File: src/rtl/seccfg_pkg.sv
package seccfg_pkg;

  localparam int REG_W  = 32;
  localparam int SYND_W = 8;
  localparam int TGT_W  = 2;

  localparam logic [SYND_W-1:0] SYND_TRAP = 8'h03;

  // field positions: the consumers decode these, so they are fixed
  localparam int B_MT_EN    = 28;
  localparam int B_COMMS_TR = 27;
  localparam int B_SCYC_DIS = 23;
  localparam int B_XPMU_DIS = 21;
  localparam int B_XDBG_DIS = 20;
  localparam int B_TFLT_TR  = 19;
  localparam int B_STRC_EN  = 18;
  localparam int B_SCNT_EN  = 17;
  localparam int B_SPDBG_LO = 14;
  localparam int B_SPDBG_HI = 15;

  typedef enum logic [1:0] {
    PRIV_USER   = 2'd0,
    PRIV_KERNEL = 2'd1,
    PRIV_HYP    = 2'd2,
    PRIV_TOP    = 2'd3
  } priv_e;

  typedef enum logic [TGT_W-1:0] {
    TGT_NONE    = 2'b00,
    TGT_HYP_SYS = 2'b01,
    TGT_HYP_32  = 2'b10,
    TGT_TOP     = 2'b11
  } trap_tgt_e;

  typedef struct packed {
    logic      ok;
    logic      undef;
    logic      trap;
    trap_tgt_e tgt;
  } access_res_t;

  // writable bits, given which features exist
  function automatic logic [REG_W-1:0] field_mask(bit has_mt, bit has_fgt,
                                                  bit has_pmu, bit has_ccd,
                                                  bit has_trf);
    logic [REG_W-1:0] m;
    m = '0;
    m[B_MT_EN]    = has_mt;
    m[B_COMMS_TR] = has_fgt;
    m[B_SCYC_DIS] = has_pmu & has_ccd;
    m[B_XPMU_DIS] = has_pmu;
    m[B_XDBG_DIS] = 1'b1;
    m[B_TFLT_TR]  = has_trf;
    m[B_STRC_EN]  = has_trf;
    m[B_SCNT_EN]  = has_pmu;
    m[B_SPDBG_HI] = 1'b1;
    m[B_SPDBG_LO] = 1'b1;
    return m;
  endfunction

  function automatic logic [REG_W-1:0] field_reset(bit has_mt, bit has_fgt,
                                                   bit has_pmu, bit has_ccd,
                                                   bit has_trf, bit comms_rst);
    logic [REG_W-1:0] r;
    r = '0;
    r[B_MT_EN]    = 1'b1;
    r[B_COMMS_TR] = comms_rst;
    return r & field_mask(has_mt, has_fgt, has_pmu, has_ccd, has_trf);
  endfunction

  // verdict for one access; the kernel chain is checked in priority order
  function automatic access_res_t decide_access(priv_e priv, logic wr,
      logic ns, logic eel2, logic hyp_en, logic hyp64, logic t1,
      logic top64, logic lock);
    access_res_t r;
    r = '{ok: 1'b0, undef: 1'b0, trap: 1'b0, tgt: TGT_NONE};
    unique case (priv)
      PRIV_KERNEL: begin
        if (hyp_en && t1) begin
          r.trap = 1'b1;
          r.tgt  = hyp64 ? TGT_HYP_SYS : TGT_HYP_32;
        end else if (hyp64 && !ns && eel2) begin
          r.trap = 1'b1;
          r.tgt  = TGT_HYP_SYS;
        end else if (top64 && !ns) begin
          r.trap = 1'b1;
          r.tgt  = TGT_TOP;
        end else begin
          r.undef = 1'b1;
        end
      end
      PRIV_TOP: begin
        if (wr && !ns && lock) r.undef = 1'b1;
        else                   r.ok    = 1'b1;
      end
      default: r.undef = 1'b1;
    endcase
    return r;
  endfunction

endpackage

File: src/rtl/seccfg_access_check.sv
module seccfg_access_check
  import seccfg_pkg::*;
(
  input  logic        priv_is_kernel,
  input  logic        priv_is_top,
  input  logic [1:0]  priv,
  input  logic        wr,
  input  logic        ns,
  input  logic        eel2,
  input  logic        hyp_en,
  input  logic        hyp64,
  input  logic        t1,
  input  logic        top64,
  input  logic        lock,
  output access_res_t res
);

  always_comb begin
    res = decide_access(priv_e'(priv), wr, ns, eel2, hyp_en, hyp64, t1,
                        top64, lock);
  end

  // one verdict per access; a trap always names a target
  always_comb begin
    a_r10_one_verdict: assert ($countones({res.ok, res.undef, res.trap}) == 1);
    a_r7_trap_has_target: assert (!res.trap || res.tgt != TGT_NONE);
    // only kernel or top level requests can avoid an undefined result
    a_r3_low_priv_undef: assert (priv_is_kernel || priv_is_top || res.undef);
  end

endmodule

File: src/rtl/seccfg_storage.sv
module seccfg_storage
  import seccfg_pkg::*;
#(
  parameter logic [REG_W-1:0] MASK  = '1,
  parameter logic [REG_W-1:0] RESET = '0
) (
  input  logic             clk,
  input  logic             rst_n,
  input  logic             wr_en,
  input  logic [REG_W-1:0] wr_data,
  output logic [REG_W-1:0] q
);

  logic [REG_W-1:0] q_r;

  always_ff @(posedge clk or negedge rst_n) begin
    if (!rst_n)     q_r <= RESET;
    else if (wr_en) q_r <= wr_data & MASK;
  end

  assign q = q_r;

  // contents change only on a committed write
  a_r11_hold_unless_write: assert property (@(posedge clk) disable iff (!rst_n)
    !wr_en |=> $stable(q_r));

  // bits outside the mask never hold a 1
  a_r2_reserved_zero: assert property (@(posedge clk) disable iff (!rst_n)
    wr_en |=> ((q_r & ~MASK) == '0));

endmodule

File: src/rtl/seccfg_reg.sv
module seccfg_reg
  import seccfg_pkg::*;
#(
  parameter bit HAS_MT         = 1'b1,
  parameter bit HAS_FGT        = 1'b1,
  parameter bit HAS_PMU        = 1'b1,
  parameter bit HAS_CCD        = 1'b1,
  parameter bit HAS_TRF        = 1'b1,
  parameter bit COMMS_TRAP_RST = 1'b0
) (
  input  logic              clk,
  input  logic              rst_n,
  input  logic              req_valid,
  input  logic              req_write,
  input  logic [1:0]        req_priv,
  input  logic [31:0]       req_wdata,
  input  logic              sec_ns,
  input  logic              sec_eel2,
  input  logic              hyp_enabled,
  input  logic              hyp_is64,
  input  logic              hyp_t1,
  input  logic              top_is64,
  input  logic              wr_lock,
  output logic              access_ok,
  output logic              access_undef,
  output logic              trap_valid,
  output logic [1:0]        trap_target,
  output logic [7:0]        trap_syndrome,
  output logic [31:0]       rsp_rdata,
  output logic [31:0]       cfg_value
);

  localparam logic [REG_W-1:0] MASK_C  =
    field_mask(HAS_MT, HAS_FGT, HAS_PMU, HAS_CCD, HAS_TRF);
  localparam logic [REG_W-1:0] RESET_C =
    field_reset(HAS_MT, HAS_FGT, HAS_PMU, HAS_CCD, HAS_TRF, COMMS_TRAP_RST);

  access_res_t      verdict;
  logic             commit_write;
  logic             commit_read;
  logic [REG_W-1:0] cfg_q;

  seccfg_access_check u_check (
    .priv_is_kernel (req_priv == PRIV_KERNEL),
    .priv_is_top    (req_priv == PRIV_TOP),
    .priv           (req_priv),
    .wr             (req_write),
    .ns             (sec_ns),
    .eel2           (sec_eel2),
    .hyp_en         (hyp_enabled),
    .hyp64          (hyp_is64),
    .t1             (hyp_t1),
    .top64          (top_is64),
    .lock           (wr_lock),
    .res            (verdict)
  );

  assign commit_write = req_valid && verdict.ok && req_write;
  assign commit_read  = req_valid && verdict.ok && !req_write;

  seccfg_storage #(.MASK(MASK_C), .RESET(RESET_C)) u_store (
    .clk     (clk),
    .rst_n   (rst_n),
    .wr_en   (commit_write),
    .wr_data (req_wdata),
    .q       (cfg_q)
  );

  always_ff @(posedge clk or negedge rst_n) begin
    if (!rst_n) begin
      access_ok     <= 1'b0;
      access_undef  <= 1'b0;
      trap_valid    <= 1'b0;
      trap_target   <= TGT_NONE;
      trap_syndrome <= '0;
      rsp_rdata     <= '0;
    end else begin
      access_ok     <= req_valid && verdict.ok;
      access_undef  <= req_valid && verdict.undef;
      trap_valid    <= req_valid && verdict.trap;
      trap_target   <= (req_valid && verdict.trap) ? verdict.tgt : TGT_NONE;
      trap_syndrome <= (req_valid && verdict.trap) ? SYND_TRAP : '0;
      rsp_rdata     <= commit_read ? cfg_q : '0;
    end
  end

  assign cfg_value = cfg_q;

  // no request, no result
  a_r10_idle_quiet: assert property (@(posedge clk) disable iff (!rst_n)
    !req_valid |=> !(access_ok || access_undef || trap_valid));

  // syndrome tied to the trap flag
  a_r7_syndrome: assert property (@(posedge clk) disable iff (!rst_n)
    trap_valid ? (trap_syndrome == SYND_TRAP) : (trap_syndrome == '0));

  // user and hypervisor requests come back undefined
  a_r3_undef_next: assert property (@(posedge clk) disable iff (!rst_n)
    (req_valid && (req_priv == PRIV_USER || req_priv == PRIV_HYP))
      |=> access_undef);

  // a locked secure write is refused and the word holds
  a_r9_locked_write: assert property (@(posedge clk) disable iff (!rst_n)
    (req_valid && req_write && req_priv == PRIV_TOP && !sec_ns && wr_lock)
      |=> (access_undef && $stable(cfg_value)));

  // enabled hypervisor with T1 set wins over later kernel rules
  a_r4_t1_first: assert property (@(posedge clk) disable iff (!rst_n)
    (req_valid && req_priv == PRIV_KERNEL && hyp_enabled && hyp_t1)
      |=> (trap_valid && trap_target != TGT_TOP));

endmodule

File: config.mk
export PLATFORM = sky130hd
export DESIGN_NAME = seccfg_reg
export DESIGN_NICKNAME = d
export VERILOG_FILES = /design/src/rtl/seccfg_pkg.sv /design/src/rtl/seccfg_access_check.sv /design/src/rtl/seccfg_storage.sv /design/src/rtl/seccfg_reg.sv
export SDC_FILE = /design/constraint.sdc
export NUM_CORES = 1
export LEC_CHECK = 0
export BUFFER_PORTS_ARGS = -buffer_cell sky130_fd_sc_hd__buf_2
export CAP_MARGIN = 20
export CORE_MARGIN = 8
export CORE_UTILIZATION = 40
export DETAILED_ROUTE_END_ITERATION = 10
export GPL_TIMING_DRIVEN = 1
export PLACE_DENSITY_LB_ADDON = 0.1
export SLEW_MARGIN = 10
export SYNTH_ARGS = -nofsm -noshare
export SYNTH_HDL_FRONTEND = slang
export SYNTH_HIERARCHICAL = 1
export SYNTH_SLANG_ARGS = --single-unit
File: constraint.sdc
create_clock -name clk -period 0.87 [get_ports clk]
set_input_delay 0.1305 -clock clk [delete_from_list [all_inputs] [get_ports clk]]
set_output_delay 0.1305 -clock clk [all_outputs]
set_load 0.005 [all_outputs]
==> flow_metrics.py, run 1 <==
metrics = {
    "status": {
        "status": "complete, but fails checks",
        "violations": "negative setup slack",
    },
    "power_and_ir_drop": {
        "pwr-share-comb": 0.211,
        "p_switching_mw": 1.229,
        "switching_share": 0.2605,
        "power.internal_mw": 3.487,
        "ir_drop_mv": 0.6647,
        "seqPwrFrac": 0.514,
        "p_clk_frac": 0.275,
        "power.density_nw_per_um2": 1743,
        "power_leakage_nw": 1.567,
    },
    "sta": {
        "clock_skew_ns": 0.001604,
        "report.final.slew_viol_count": 0,
        "fin_crit_sh": 1.232,
        "rsz0062_at_grt": "true",
        "finalHoldViolCount": 0,
        "fin_ws_ns": -0.2019,
        "finalSetupTns_ns": -3.352,
        "finalCriticalPeriod_ns": 1.072,
        "max_freq_ghz": 0.9329,
        "setup_viol": 59,
    },
    "worst_setup_path": {
        "max_stage_delay_ns": 0.55,
        "cp.required_ns": 0.74,
        "end_kind": "output pin",
        "criticalPathCategory": "register to output pin",
        "crit_path_start_kind": "register",
        "cp_cell_sequence": "buf_6",
        "slowest_stage": "dfstp_2",
        "crit_arrival_ns": 0.94,
        "crit_family": "flip-flops",
        "crit_buf_inv": 1,
        "worstPathMaxFanout": 2,
    },
    "global_route": {
        "grt_pass1_vias": 1538,
        "grt_usage": 0.1320,
        "grt.overflow.total": 0,
        "grt_antenna_before_repair": 0,
        "grt_max_degree": 35,
        "grt_pass1_wl_um": 7859,
    },
    "clock_network": {
        "cts_root_buf": "clkbuf_8",
        "clkSinkCount": 47,
        "cts_tree": "yes",
        "clk_latency_ns": 0.30,
        "cts-htree-levels": 2,
        "clk_path_buf_depth": 2,
        "cts-buffers-inserted": 5,
        "path_clk_slew_ns": 0.09,
    },
    "floorplan": {
        "ios": 122,
        "coreArea_um2": 5140,
        "die_h_um": 88.97,
        "die_w_um": 88.97,
        "rows": 26,
        "die-area_um2": 7915,
        "initial_core_util": 0.4143,
    },
    "finish": {
        "layout.nets": 280,
        "diodes": 0,
        "drive_above_1_share": 0.4958,
        "syn2layout_area_growth_pct": 27.09,
        "final_cell_mix": "buf_2 (67), dfrtp_1 (46), and4b_1 (32), conb_1 (28), buf_6 (15)",
        "final_common_cell": "buf_2",
    },
    "drt": {
        "post_drt_via_cell_ratio": 4.503,
        "final_antenna_net_count": 0,
        "routedWlPerCell_um": 16.58,
        "dr.pass1.iters": 5,
        "drc": 0,
        "drt_iter0_markers": 38,
        "routed_wl_um": 5072,
        "vias": 1378,
    },
    "logic_synthesis": {
        "syn_inst": 150,
        "yosysWarnings": 6,
        "avgSynthCellArea_um2": 14.20,
        "synth_area_um2": 2130,
    },
    "run": {
        "drv_cap": 0,
    },
    "placement": {
        "gp_congestion": 0.7268,
        "dpl.hpwl_um": 3730,
        "port_buffers": 71,
        "place_worst_setup_slack_ns": -0.3959,
    },
    "worst_hold_path": {
        "hold_class": "input port to register",
    },
}
## final timing paths
| path | startpoint | end | slack [ns] | depth (start not counted) |
|---|---|---|---|---|
| setup / recovery | u_store/q[28] | cfg_value[28] | -0.20 | 1 |
| hold / removal | req_wdata[19] | u_store/q[19] | 0.06 | 2 |
| setup reg to reg | u_store/q[28] | rsp_rdata[28] | -0.09 | 3 |
| hold reg to reg | u_store/q[19] | u_store/q[19] | 0.61 | 2 |
| max in group asynchronous | rst_n | rsp_rdata[3] | 0.21 | 3 |
| min in group asynchronous | rst_n | u_store/q[27] | 0.22 | 2 |
## stage by stage
stage	total power [mW]	hold slack [ns]	util	instance area [um^2]	cells
after global placement	3.132	0.002754	0.4761	2447	285
after detailed placement	3.158	0.01201	0.4761	2447	285
after global routing	4.959	0.05209	0.5265	2706	306
after floorplan	2.923	-0.1651	-	2267	176
after CTS	4.720	0.04885	0.5224	2685	305
final	4.716	0.05819	0.5265	2706	306
## power groups by stage
stage	logic, mW	registers [mW]	clock network, mW
2_1_floorplan	0.452	2.47	0
3_3_place_gp	0.668	2.46	0
3_5_place_dp	0.682	2.48	0
4_1_cts	0.963	2.42	1.34
5_1_grt	1.09	2.44	1.43
6_report	0.993	2.42	1.30
## timing repair
| action | in CTS | in global routing |
|---|---|---|
| pin swaps | 2 | 1 |
| hold buffers | 1 | 0 |
| setup buffers | 10 | 1 |
| endpoints found under the setup margin | 59 | 60 |
| endpoints found under the hold margin | 47 | 0 |
| cloned | 1 | 0 |
| resized for setup | 16 | 3 |
## registers in the layout (all words and copies together), names as in the netlist
name and cells:
access_undef 1, u_store/q 10, trap_target 2, access_ok 1, trap_syndrome 1, rsp_rdata 32
## routing by layer
layer | vias up | wire [um] | global-route usage
met5 | - | 0 | 0
met4 | 0 | 53 | 0.04532
met3 | 4 | 463 | 0.04596
met2 | 61 | 2600 | 0.2264
met1 | 677 | 1954 | 0.1487
li1 | 636 | - | -
## area by class of cell
cell class	count	area, um^2
clock buffers	5	68.82
well taps	70	87.58
clock inverters	3	20.02
flip-flops and latches	47	1177
fillers	481	2434
inverters	1	3.754
repair buffers	92	594.3
multi-input cells	88	754.5
No activity file was read; power rests on OpenSTA's default activity.
==> run 2: changes to the inputs <==
--- a/config.mk
+++ b/config.mk
@@ -12,7 +12,7 @@
 export DETAILED_ROUTE_END_ITERATION = 10
 export GPL_TIMING_DRIVEN = 1
 export PLACE_DENSITY_LB_ADDON = 0.1
-export SLEW_MARGIN = 10
+export SETUP_SLACK_MARGIN = 0.15
 export SYNTH_ARGS = -nofsm -noshare
 export SYNTH_HDL_FRONTEND = slang
 export SYNTH_HIERARCHICAL = 1
==> flow_metrics.py, run 2 (synthesis results as in run 1) <==
metrics = {
    "placement": {
        "placed_cell_area_um2": 2479,
        "dp_cells": 286,
        "place_worst_setup_slack_ns": -0.4015,
        "dpl.hpwl_um": 3661,
        "gp_congestion": 0.7007,
        "port_buffers": 71,
    },
    "drt": {
        "dr.pass1.iters": 4,
        "final_antenna_net_count": 0,
        "routed_wl_um": 5151,
        "drc": 0,
        "drt_iter0_markers": 37,
        "vias": 1389,
        "routedWlPerCell_um": 16.62,
        "post_drt_via_cell_ratio": 4.481,
    },
    "floorplan": {
        "die-area_um2": 7915,
        "die_h_um": 88.97,
        "initial_core_util": 0.4143,
        "ios": 122,
        "die_w_um": 88.97,
        "coreArea_um2": 5140,
        "rows": 26,
    },
    "worst_hold_path": {
        "holdPathStages": 2,
        "hold_path_end": "u_store/q[14]",
        "hold_class": "input port to register",
        "worstHoldStart": "req_wdata[14]",
    },
    "power_and_ir_drop": {
        "seqPwrFrac": 0.486,
        "power_leakage_nw": 1.626,
        "power.internal_mw": 3.817,
        "pwr-share-comb": 0.209,
        "power.density_nw_per_um2": 1766,
        "p_switching_mw": 1.166,
        "ir_drop_mv": 0.9851,
        "p_clk_frac": 0.305,
        "switching_share": 0.2341,
    },
    "sta": {
        "max_freq_ghz": 0.9364,
        "holdWs_ns": 0.07501,
        "setup_viol": 59,
        "rsz0062_at_grt": "true",
        "clock_skew_ns": 0.007011,
        "finalCriticalPeriod_ns": 1.068,
        "finalHoldViolCount": 0,
        "report.final.slew_viol_count": 0,
        "fin_crit_sh": 1.228,
        "fin_ws_ns": -0.1980,
        "finalSetupTns_ns": -2.509,
    },
    "global_route": {
        "grt_usage": 0.1343,
        "grt_max_degree": 38,
        "grt_pass1_wl_um": 7893,
        "grt_antenna_before_repair": 0,
        "grt_pass1_vias": 1510,
        "grt.overflow.total": 0,
    },
    "finish": {
        "largest_reg_flops": 32,
        "final_common_cell": "buf_2",
        "diodes": 0,
        "layout.nets": 284,
        "drive_above_1_share": 0.5167,
        "stdcell_area_um2": 2821,
        "syn2layout_area_growth_pct": 32.49,
        "final_cells": 310,
        "largest_register": "rsp_rdata",
        "final_cell_mix": "buf_2 (68), dfrtp_1 (46), and4b_1 (32), conb_1 (28), buf_6 (12)",
    },
    "worst_setup_path": {
        "criticalPathCategory": "register to output pin",
        "crit_family": "flip-flops",
        "reg2reg_depth": 3,
        "rr_endpoint": "rsp_rdata[28]",
        "worstPathMaxFanout": 2,
        "crit_arrival_ns": 0.94,
        "crit_path_start_kind": "register",
        "cp.required_ns": 0.74,
        "max_stage_delay_ns": 0.55,
        "crit_buf_inv": 1,
        "rrSetupSlack_ns": -0.08,
        "end_kind": "output pin",
        "r2r-start": "u_store/q[28]",
        "cp_cell_sequence": "buf_2",
        "slowest_stage": "dfstp_2",
    },
    "clock_network": {
        "clk_latency_ns": 0.29,
        "cts-buffers-inserted": 5,
        "cts_root_buf": "clkbuf_8",
        "cts_tree": "yes",
        "cts-htree-levels": 2,
        "clkSinkCount": 47,
        "path_clk_slew_ns": 0.09,
        "clk_path_buf_depth": 2,
    },
    "status": {
        "status": "complete, but fails checks",
        "violations": "negative setup slack",
    },
    "run": {
        "drv_cap": 0,
    },
}
[run 2: cell types whose count changed in the layout (fill, tap and decap cells not counted), sizes merged]
cell | before | now
clkbuf | 5 | 8
bufinv | 0 | 1
buf | 91 | 94
clkinvlp | 2 | 0
clkinv | 1 | 0
[run 2: area by class of cell]
class                           instances  area [um^2]
Inverter                                1        6.256
Tap cell                               70        87.58
Clock buffer                            7        76.32
Fill cell                             467         2318
Multi-Input combinational cell         88        780.7
Timing Repair Buffer                   96        663.1
Sequential cell                        47         1177
Clock inverter                          1        30.03
[run 2: power groups by stage]
stage | Sequential, mW | Clock (mW) | Combinational (mW)
after global routing | 2.44 | 1.65 | 1.14
after floorplan | 2.47 | 0 | 0.461
after global placement | 2.47 | 0 | 0.682
after CTS | 2.42 | 1.56 | 0.986
final | 2.42 | 1.52 | 1.04
after detailed placement | 2.48 | 0 | 0.701
[run 2: layer usage]
layer,part of all wire,track usage
met5,0,0
met4,0.013,0.04532
met3,0.095,0.04504
met2,0.51,0.2325
met1,0.38,0.1509
[run 2: worst max-delay path by stage]
stage / to / slack, ns / from / cells past startpoint
after floorplan: u_store/q[14] / -0.40 / req_priv[1] / 6
after global placement: u_store/q[20] / -0.37 / req_priv[1] / 5
after detailed placement: u_store/q[19] / -0.40 / req_priv[1] / 5
after CTS: cfg_value[28] / -0.22 / u_store/q[28] / 1
after global routing: cfg_value[28] / -0.24 / u_store/q[28] / 1
final: cfg_value[28] / -0.20 / u_store/q[28] / 1
[run 2: timing repair]
item                                    in CTS  in global routing
hold endpoints to repair                    47                  0
cloned                                       1                  1
gates resized for setup                     22                  4
pin swaps                                    4                  3
endpoints found under the setup margin      72                 71
hold buffers                                 1                  0
buffers inserted                            10                  3
[run 2: stage by stage]
step / util / power, mW
after CTS: 0.5368 / 4.973
after floorplan: - / 2.932
after global placement: 0.4822 / 3.148
after global routing: 0.5489 / 5.226
final: 0.5489 / 4.983
after detailed placement: 0.4822 / 3.179
[run 2: worst reg2reg max path, cell delays in order, from the launching register on]
cell	delay (ns)
dfstp_2	0.55
buf_4	0.11
buf_6	0.08
and4b_1	0.16
==> run 3: changes to the inputs <==
--- a/config.mk
+++ b/config.mk
@@ -7,6 +7,7 @@
 export LEC_CHECK = 0
 export BUFFER_PORTS_ARGS = -buffer_cell sky130_fd_sc_hd__buf_2
 export CAP_MARGIN = 20
+export CORE_ASPECT_RATIO = 0.5
 export CORE_MARGIN = 8
 export CORE_UTILIZATION = 40
 export DETAILED_ROUTE_END_ITERATION = 10
==> flow_metrics.py, run 3 (synthesis results as in run 1) <==
metrics = {
    "status": {
        "status": "complete, but fails checks",
        "violations": "negative setup slack",
    },
    "sta": {
        "finalHoldViolCount": 0,
        "fin_ws_ns": -0.2088,
        "finalSetupTns_ns": -2.932,
        "setup_viol": 60,
        "rsz0062_at_grt": "true",
        "finalCriticalPeriod_ns": 1.079,
        "max_freq_ghz": 0.9270,
        "clock_skew_ns": 0.002913,
        "fin_crit_sh": 1.240,
        "report.final.slew_viol_count": 0,
    },
    "floorplan": {
        "die_h_um": 67.60,
        "rows": 18,
        "die_w_um": 119.2,
        "coreArea_um2": 5022,
        "die-area_um2": 8056,
        "initial_core_util": 0.4240,
        "ios": 122,
    },
    "global_route": {
        "grt_pass1_wl_um": 7997,
        "grt.overflow.total": 0,
        "grt_max_degree": 38,
        "grt_antenna_before_repair": 0,
        "grt_usage": 0.1243,
        "grt_pass1_vias": 1600,
    },
    "placement": {
        "dpl.hpwl_um": 3512,
        "port_buffers": 71,
        "place_worst_setup_slack_ns": -0.4223,
        "gp_congestion": 0.6241,
    },
    "worst_setup_path": {
        "max_stage_delay_ns": 0.56,
        "crit_family": "flip-flops",
        "cp_cell_sequence": "buf_6",
        "slowest_stage": "dfstp_2",
        "crit_path_start_kind": "register",
        "worstPathMaxFanout": 2,
        "end_kind": "output pin",
        "cp.required_ns": 0.74,
        "crit_buf_inv": 1,
        "crit_arrival_ns": 0.95,
        "criticalPathCategory": "register to output pin",
    },
    "drt": {
        "vias": 1358,
        "dr.pass1.iters": 4,
        "routed_wl_um": 5036,
        "wl_met2_um": 2345,
        "drt_iter0_markers": 55,
        "drc": 0,
        "met1Wirelength_um": 2175,
        "post_drt_via_cell_ratio": 4.423,
        "maxUsedRoutingLayer": "met4",
        "routedWlPerCell_um": 16.40,
        "final_antenna_net_count": 0,
        "wl_met3_um": 473,
    },
    "clock_network": {
        "clk_path_buf_depth": 2,
        "clkSinkCount": 47,
        "clk_latency_ns": 0.29,
        "path_clk_slew_ns": 0.09,
        "cts_tree": "yes",
        "cts-htree-levels": 2,
        "cts-buffers-inserted": 5,
        "cts_root_buf": "clkbuf_8",
    },
    "power_and_ir_drop": {
        "power_leakage_nw": 1.614,
        "ir_drop_mv": 0.9823,
        "power.density_nw_per_um2": 1712,
        "power_mw": 4.818,
    },
    "finish": {
        "diodes": 0,
        "largest_register": "rsp_rdata",
        "final_common_cell": "buf_2",
        "syn2layout_area_growth_pct": 32.14,
        "final.fill_count": 435,
        "layout.nets": 281,
        "largest_reg_flops": 32,
        "drive_above_1_share": 0.5190,
        "final_cell_mix": "buf_2 (66), dfrtp_1 (46), and4b_1 (32), conb_1 (28), buf_6 (12)",
    },
    "run": {
        "drv_cap": 0,
    },
    "worst_hold_path": {
        "hold_class": "input port to register",
    },
}
-- run 3: area by class of cell --
| type | count | area [um^2] | share of cell area |
|---|---|---|---|
| Clock buffer | 6 | 82.58 | 0.02935 |
| Clock inverter | 2 | 16.27 | 0.005780 |
| Inverter | 1 | 6.256 | 0.002223 |
| Multi-Input combinational cell | 88 | 785.8 | 0.2792 |
| Sequential cell | 47 | 1177 | 0.4184 |
| Tap cell | 70 | 87.58 | 0.03112 |
| Timing Repair Buffer | 93 | 658.1 | 0.2339 |
-- run 3: path summary, 6_finish.rpt --
kind	to	slack, ns	depth (start not counted)	start
min in group asynchronous	u_store/q[14]	0.24	2	rst_n
worst min register to register	u_store/q[17]	0.55	1	u_store/q[17]
max in group asynchronous	rsp_rdata[15]	0.23	3	rst_n
worst max-delay path	cfg_value[28]	-0.21	1	u_store/q[28]
worst min-delay path	u_store/q[27]	0.06	2	req_wdata[27]
worst max register to register	rsp_rdata[28]	-0.11	3	u_store/q[28]
-- run 3: stage by stage --
step | area [um^2] | hold slack [ns] | utilization | instances
floorplan | 2291 | -0.1651 | - | 176
global placement | 2491 | 0.01292 | 0.4960 | 286
detailed placement | 2491 | 0.01995 | 0.4960 | 286
CTS | 2748 | 0.05172 | 0.5471 | 304
global route | 2814 | 0.04447 | 0.5603 | 307
finish | 2814 | 0.06230 | 0.5603 | 307
-- run 3: report_power, final --
part / total [mW] / switching, mW / leakage [nW] / internal [mW]
sequential: 2.43 / 0.0935 / 0.630 / 2.33
combinational: 1.01 / 0.406 / 0.936 / 0.604
clock: 1.38 / 0.732 / 0.0474 / 0.649
total: 4.82 / 1.23 / 1.61 / 3.59
-- run 3: what timing repair did --
| action | CTS | global route |
|---|---|---|
| pin swaps | 5 | 3 |
| hold endpoints to repair | 47 | 0 |
| gates cloned | 1 | 1 |
| hold buffers | 1 | 0 |
| resized for setup | 21 | 6 |
| endpoints found under the setup margin | 72 | 71 |
| setup buffers | 8 | 2 |
-- run 3: worst reg2reg max path, delay by kind of cell (launching register included) --
kind	cells	cell delay, ns
flops	1	0.56
buf+inv	2	0.21
simple gates	1	0.16
-- run 3: per-layer routing --
| metal | track usage | vias to the layer above |
|---|---|---|
| met5 | 0 | - |
| met4 | 0.03432 | 0 |
| met3 | 0.05907 | 4 |
| met2 | 0.2133 | 56 |
| met1 | 0.1390 | 656 |
| li1 | - | 642 |
